## config.mk

```make
export PLATFORM = sky130hd
export DESIGN_NAME = stage_timing_sequencer
export DESIGN_NICKNAME = d
export VERILOG_FILES = /design/src/rtl/tss_pkg.sv /design/src/rtl/tss_step_counter.sv /design/src/rtl/tss_step_decoder.sv /design/src/rtl/stage_timing_sequencer.sv
export SDC_FILE = /design/constraint.sdc
export NUM_CORES = 1
export LEC_CHECK = 0
export ABC_AREA = 1
export CAP_MARGIN = 30
export CELL_PAD_IN_SITES_DETAIL_PLACEMENT = 0
export CELL_PAD_IN_SITES_GLOBAL_PLACEMENT = 1
export CORE_AREA = 3 3 40 42
export DETAILED_ROUTE_END_ITERATION = 8
export DIE_AREA = 0 0 43 45
export PLACE_DENSITY = 0.62
export RECOVER_POWER = 100
export SLEW_MARGIN = 20
export SYNTH_ARGS = -nofsm -noshare
export SYNTH_HDL_FRONTEND = slang
export SYNTH_SLANG_ARGS = --single-unit
```

## constraint.sdc

```tcl
create_clock -name clk -period 2.7 [get_ports clk]
set_clock_uncertainty 0.15 [all_clocks]
set_input_delay 0.27 -clock clk [delete_from_list [all_inputs] [get_ports clk]]
set_output_delay 0.27 -clock clk [all_outputs]
set_load 0.1 [all_outputs]
```

## src/rtl/tss_pkg.sv

```systemverilog
package tss_pkg;

  localparam int unsigned DEF_CNT_W = 3;

  // Phase names carried by the first six steps.
  typedef enum logic [2:0] {
    PH_FETCH    = 3'd0,
    PH_DECODE   = 3'd1,
    PH_EVAL_ADR = 3'd2,
    PH_OPERANDS = 3'd3,
    PH_EXECUTE  = 3'd4,
    PH_STORE    = 3'd5
  } phase_e;

  // Next step value; stall outranks finish, finish outranks advance.
  function automatic logic [DEF_CNT_W-1:0] next_step(
    input logic [DEF_CNT_W-1:0] cur,
    input logic                 stall,
    input logic                 finish
  );
    logic [DEF_CNT_W-1:0] nxt;
    if (stall)       nxt = cur;
    else if (finish) nxt = '0;
    else             nxt = cur + 1'b1;
    return nxt;
  endfunction

endpackage

```

## src/rtl/tss_step_counter.sv

```systemverilog
module tss_step_counter #(
  parameter int unsigned CNT_W = tss_pkg::DEF_CNT_W
) (
  input  logic             clk,
  input  logic             rst,
  input  logic             stall,
  input  logic             finish,
  output logic [CNT_W-1:0] count
);
  logic [CNT_W-1:0] count_q;

  always_ff @(posedge clk) begin
    if (rst) count_q <= '0;
    else     count_q <= tss_pkg::next_step(count_q, stall, finish);
  end

  assign count = count_q;
endmodule

```

## src/rtl/tss_step_decoder.sv

```systemverilog
module tss_step_decoder #(
  parameter int unsigned CNT_W = tss_pkg::DEF_CNT_W,
  localparam int unsigned N_STEPS = 1 << CNT_W
) (
  input  logic [CNT_W-1:0]   count,
  output logic [N_STEPS-1:0] onehot
);
  for (genvar k = 0; k < N_STEPS; k++) begin : g_step
    assign onehot[k] = (count == CNT_W'(k));
  end
endmodule

```

## src/rtl/stage_timing_sequencer.sv

```systemverilog
module stage_timing_sequencer #(
  parameter int unsigned CNT_W = tss_pkg::DEF_CNT_W,
  localparam int unsigned N_STEPS = 1 << CNT_W
) (
  input  logic               clk,
  input  logic               rst,
  input  logic               finish_i,
  input  logic               stall_i,
  output logic [N_STEPS-1:0] step_onehot_o,
  output logic [CNT_W-1:0]   step_count_o
);
  // Named events for the checker.
  logic adv_ev;
  logic restart_ev;
  logic hold_ev;

  assign hold_ev    = stall_i;
  assign restart_ev = finish_i & ~stall_i;
  assign adv_ev     = ~finish_i & ~stall_i;

  logic [CNT_W-1:0] count_w;

  tss_step_counter #(.CNT_W(CNT_W)) u_cnt (
    .clk    (clk),
    .rst    (rst),
    .stall  (stall_i),
    .finish (finish_i),
    .count  (count_w)
  );

  tss_step_decoder #(.CNT_W(CNT_W)) u_dec (
    .count  (count_w),
    .onehot (step_onehot_o)
  );

  assign step_count_o = count_w;
endmodule

```

After elaboration in Yosys (flattened, before gate mapping) --
Index checks and enable logic that the tools add are counted.
Storage, ports and cells: flip-flop bits (word level) 3, bits of input ports 4, output and inout bits 11, word-level logic and storage cells 11
Cells by class: $add $sub $neg 1, equal/unequal tests 7, multiplexer cells 1, reductions and logical operators 1
Operator list (count):
- equality test 3 bit, second input constant | 4
- equality test 3 x 2 -> 1 bit, second input constant | 2
- adder 3 x 1 -> 3 bit, second input constant | 1
- equality test 3 x 1 -> 1 bit, second input constant | 1
- zero test 3 bit | 1
- 2-to-1 mux 3 bit | 1

Depth between registers and ports, before layout --
depth in word-level cells 2, mapped depth 6, mapped depth without buffers 5

By module --
A second synthesis with hierarchy kept.
Unflattened totals: cells, all modules 34, area, all modules 202.7 um^2
Modules (own cells, without submodules):
- tss_step_counter | times used 1, cells each 19, area an instance 146.4 um^2, sequential area each 60.1 um^2
- tss_step_decoder | times used 1, cells each 15, area an instance 56.3 um^2, sequential area each 0.0 um^2

Worst setup path before layout --
No wires, ideal clock.
path type register -> output, from register u_cnt.count_q[1] (netlist: u_cnt.count[1]), to output step_onehot_o[2], data arrival time 2.589 ns, required time 2.280 ns, slack -0.309 ns, cell stages (with the launch flop) 4, buffers on the path 0, cells stage by stage dfxtp_1 > ha_1 > inv_1 > nor2_1
On the way: cells in the longest elaborated chain, start to end 1
RTL lines:
- start, declared | RTL line tss_step_counter.sv:10 | logic [CNT_W-1:0] count_q;
- start signal, assigned | RTL line tss_step_counter.sv:14 | else count_q <= tss_pkg::next_step(count_q, stall, finish);
- equality test 3 x 2 -> 1 bit | RTL line tss_step_decoder.sv:9 | assign onehot[k] = (count == CNT_W'(k));
- end, declared | RTL line stage_timing_sequencer.sv:9 | output logic [N_STEPS-1:0] step_onehot_o,
Every way passes these cells.

Worst setup path after layout --
from register u_cnt.count_q[2] (netlist: u_cnt.count[2]), to output step_count_o[2]
RTL lines:
- end, declared | RTL line stage_timing_sequencer.sv:10 | output logic [CNT_W-1:0] step_count_o
No word-level cell between the ends.

==> key figures <==
Status
  – Status: completed

Power
  – Internal power: 0.1139 mW
  – Net Sw Frac: 37.11%
  – Clock share of power: between 40% and 50%
  – Pwr per Cell Area: between 400 and 500 nW/um^2
  – Reg power frac: 26.5%
  – Leakage: about 0.22 nW
  – P_sw: 0.06718 mW
  – Power Total: between 0.15 and 0.2 mW
  – Combinational share of power: between 30% and 40%
  – Worst IR Drop VDD: 157.9 uV

Clock tree
  – Root buf cell: clkbuf_4
  – H-tree Lvls: 1
  – CTS max path bufs: 2
  – Insertion delay to the later sink of the worst-skew pair: 0.23 ns
  – Clock transition at path regs: 0.04 ns
  – CTS tree: built
  – CTS resizes: 0
  – Num CTS Buffers: 3
  – Post CTS Setup Buffer Count: 0
  – Sink Count: 3
  – Hold Buf Count CTS: 0

Drt
  – DRT iter0 DRCs: 1
  – ANT nets after route: 0
  – Residual DRC: 0
  – Drt wl/cell: 8.074 um
  – Drt pass-1 iters: 3
  – DR vias: 248
  – Vias per cell: roughly 3.6
  – Post-Route WL: around 550 um

Synth
  – Syn Nets: 46
  – FF+latch count, synth: 3
  – Synth Area per Inst: 6.847 um^2
  – Synth unique cells: 9
  – Seq/Total Area, Yosys: about a quarter
  – Ys Warns: 0
  – Cell count after synthesis: 36
  – Synthesized area: 246.5 um^2

Die
  – Top-level I/O count: 15
  – Die height: 45 um
  – Core area: 1285 um^2
  – Die span in x: 43 um
  – # rows: 13
  – Initial core utilization: 19.18%
  – Die Area: 1935 um^2

Global route
  – Antenna violations before repair: 0
  – Gr ovfl total: 0
  – Largest net degree at the start of global routing: 11
  – Vias in the first global route: 219
  – GRT Util Overall: 6.156%
  – First-pass GRT wire length: about 870 um

Cells and area
  – Max reg flops: 3
  – Diode count: 0
  – Commonest non-fill, non-tap cell in the layout: inv_1
  – Fin cells: between 60 and 70
  – Commonest cells after routing, fill and taps aside: inv_1 (10), buf_4 (8), nand2_1 (7)
  – Design area: 392.9 um^2
  – Layout cells sized above 1: 26.42%
  – Nets: between 60 and 70
  – Area Overhead vs Synth: 59.39%
  – Layout Utilization: 30.57%

Timing
  – PnR worst setup slack: 0.6086 ns
  – Setup TNS: 0 ns
  – Final Max Slew Viols: 0
  – Slew HR: between 20% and 30%
  – Final hold vios: 0
  – RSZ-0062 raised after global routing: false
  – Endpoints failing setup: 0
  – Worst-margin pin slew: ~1.2 ns
  – FMAX: 478.2 MHz
  – Final worst path period need: 2.091 ns
  – WHS: 0.3812 ns
  – Part of the cycle the worst path needs: 77.46%

Critical path
  – CP arrival: 1.67 ns
  – CP max stage delay: 0.90 ns
  – CP max-delay cell: clkbuf_1
  – CP endpoint kind: output port
  – Critical-path cell list: clkbuf_1
  – Crit path kind: flip-flop to output port
  – Critical path startpoint category: flip-flop
  – CP delay by family, top: buffers and inverters
  – Worst endpoint required time: approximately 2.3 ns
  – CP bufs+invs: 1
  – CP Max Fanout: 10

Placed design
  – Pre-CTS setup slack: 1.216 ns
  – GPL Wtd Cong: 0.6684
  – Area after DPL: 380.4 um^2
  – Dpl cells: 64
  – PortBufs: 14

Hold path
  – Worst hold path type: flip-flop to flip-flop

Flow run
  – MaxCap Viol Count: 0
[cell usage after synthesis]
master    count  area [um^2]
nor2_2        1        6.260
nand2_1       7        26.28
dfxtp_1       3        60.06
buf_2         1        5.000
nor2_1        5        18.77
a21oi_1       2        10.01
o21bai_1      1        7.510
inv_1        10        37.54
ha_1          6        75.07
[routing by layer]
layer | up-vias | GRT usage (%) | wire (um)
met3 | 0 | 1.594 | 82
met4 | 0 | 5.422 | 0
met1 | 101 | 7.212 | 232
met2 | 12 | 9.281 | 234
li1 | 135 | - | -
met5 | - | 0 | 0
[final timing paths]
| path | startpoint | end | slack, ns | cells past startpoint |
|---|---|---|---|---|
| setup / recovery | u_cnt.count[2] | step_count_o[2] | 0.61 | 1 |
| hold / removal | u_cnt.count[1] | u_cnt.count[1] | 0.38 | 2 |
| setup reg to reg | u_cnt.count[2] | u_cnt.count[2] | 1.32 | 5 |
| hold reg to reg | u_cnt.count[1] | u_cnt.count[1] | 0.38 | 2 |
[cell families (layout without fill, tap and decap cells)]
kind of cell | Yosys count | after routing | share of synthesized area, %
AOI/OAI and AO/OA | 3 | 3 | 7.108
and+or+nand+nor | 13 | 13 | 20.82
DFF | 3 | 3 | 24.37
adders and majority gates | 6 | 6 | 30.46
buffers and inverters | 11 | 28 | 17.26
[worst register-to-register path, cell delays in order (launching register included)]
cell	delay, ns
dfxtp_1	0.54
inv_1	0.08
ha_1	0.30
inv_1	0.06
nand2_1	0.05
a21oi_1	0.13
[power groups by stage]
stage	clock network (mW)	logic, mW	registers (mW)
2_1_floorplan	0	0.0318	0.0592
3_3_place_gp	0	0.0569	0.0488
3_5_place_dp	0	0.0566	0.0488
4_1_cts	0.0823	0.0567	0.0481
5_1_grt	0.0836	0.0576	0.0484
6_report	0.0785	0.0545	0.0480
[cell type report]
type	instances	area, um^2
inverter	10	37.54
multi-input combinational	22	148.9
timing repair buffer	14	101.3
sequential	3	60.06
clock buffer	4	26.28
tap	15	18.77
fill	160	892.1
Note: power is estimated with default switching activity, not from simulation.
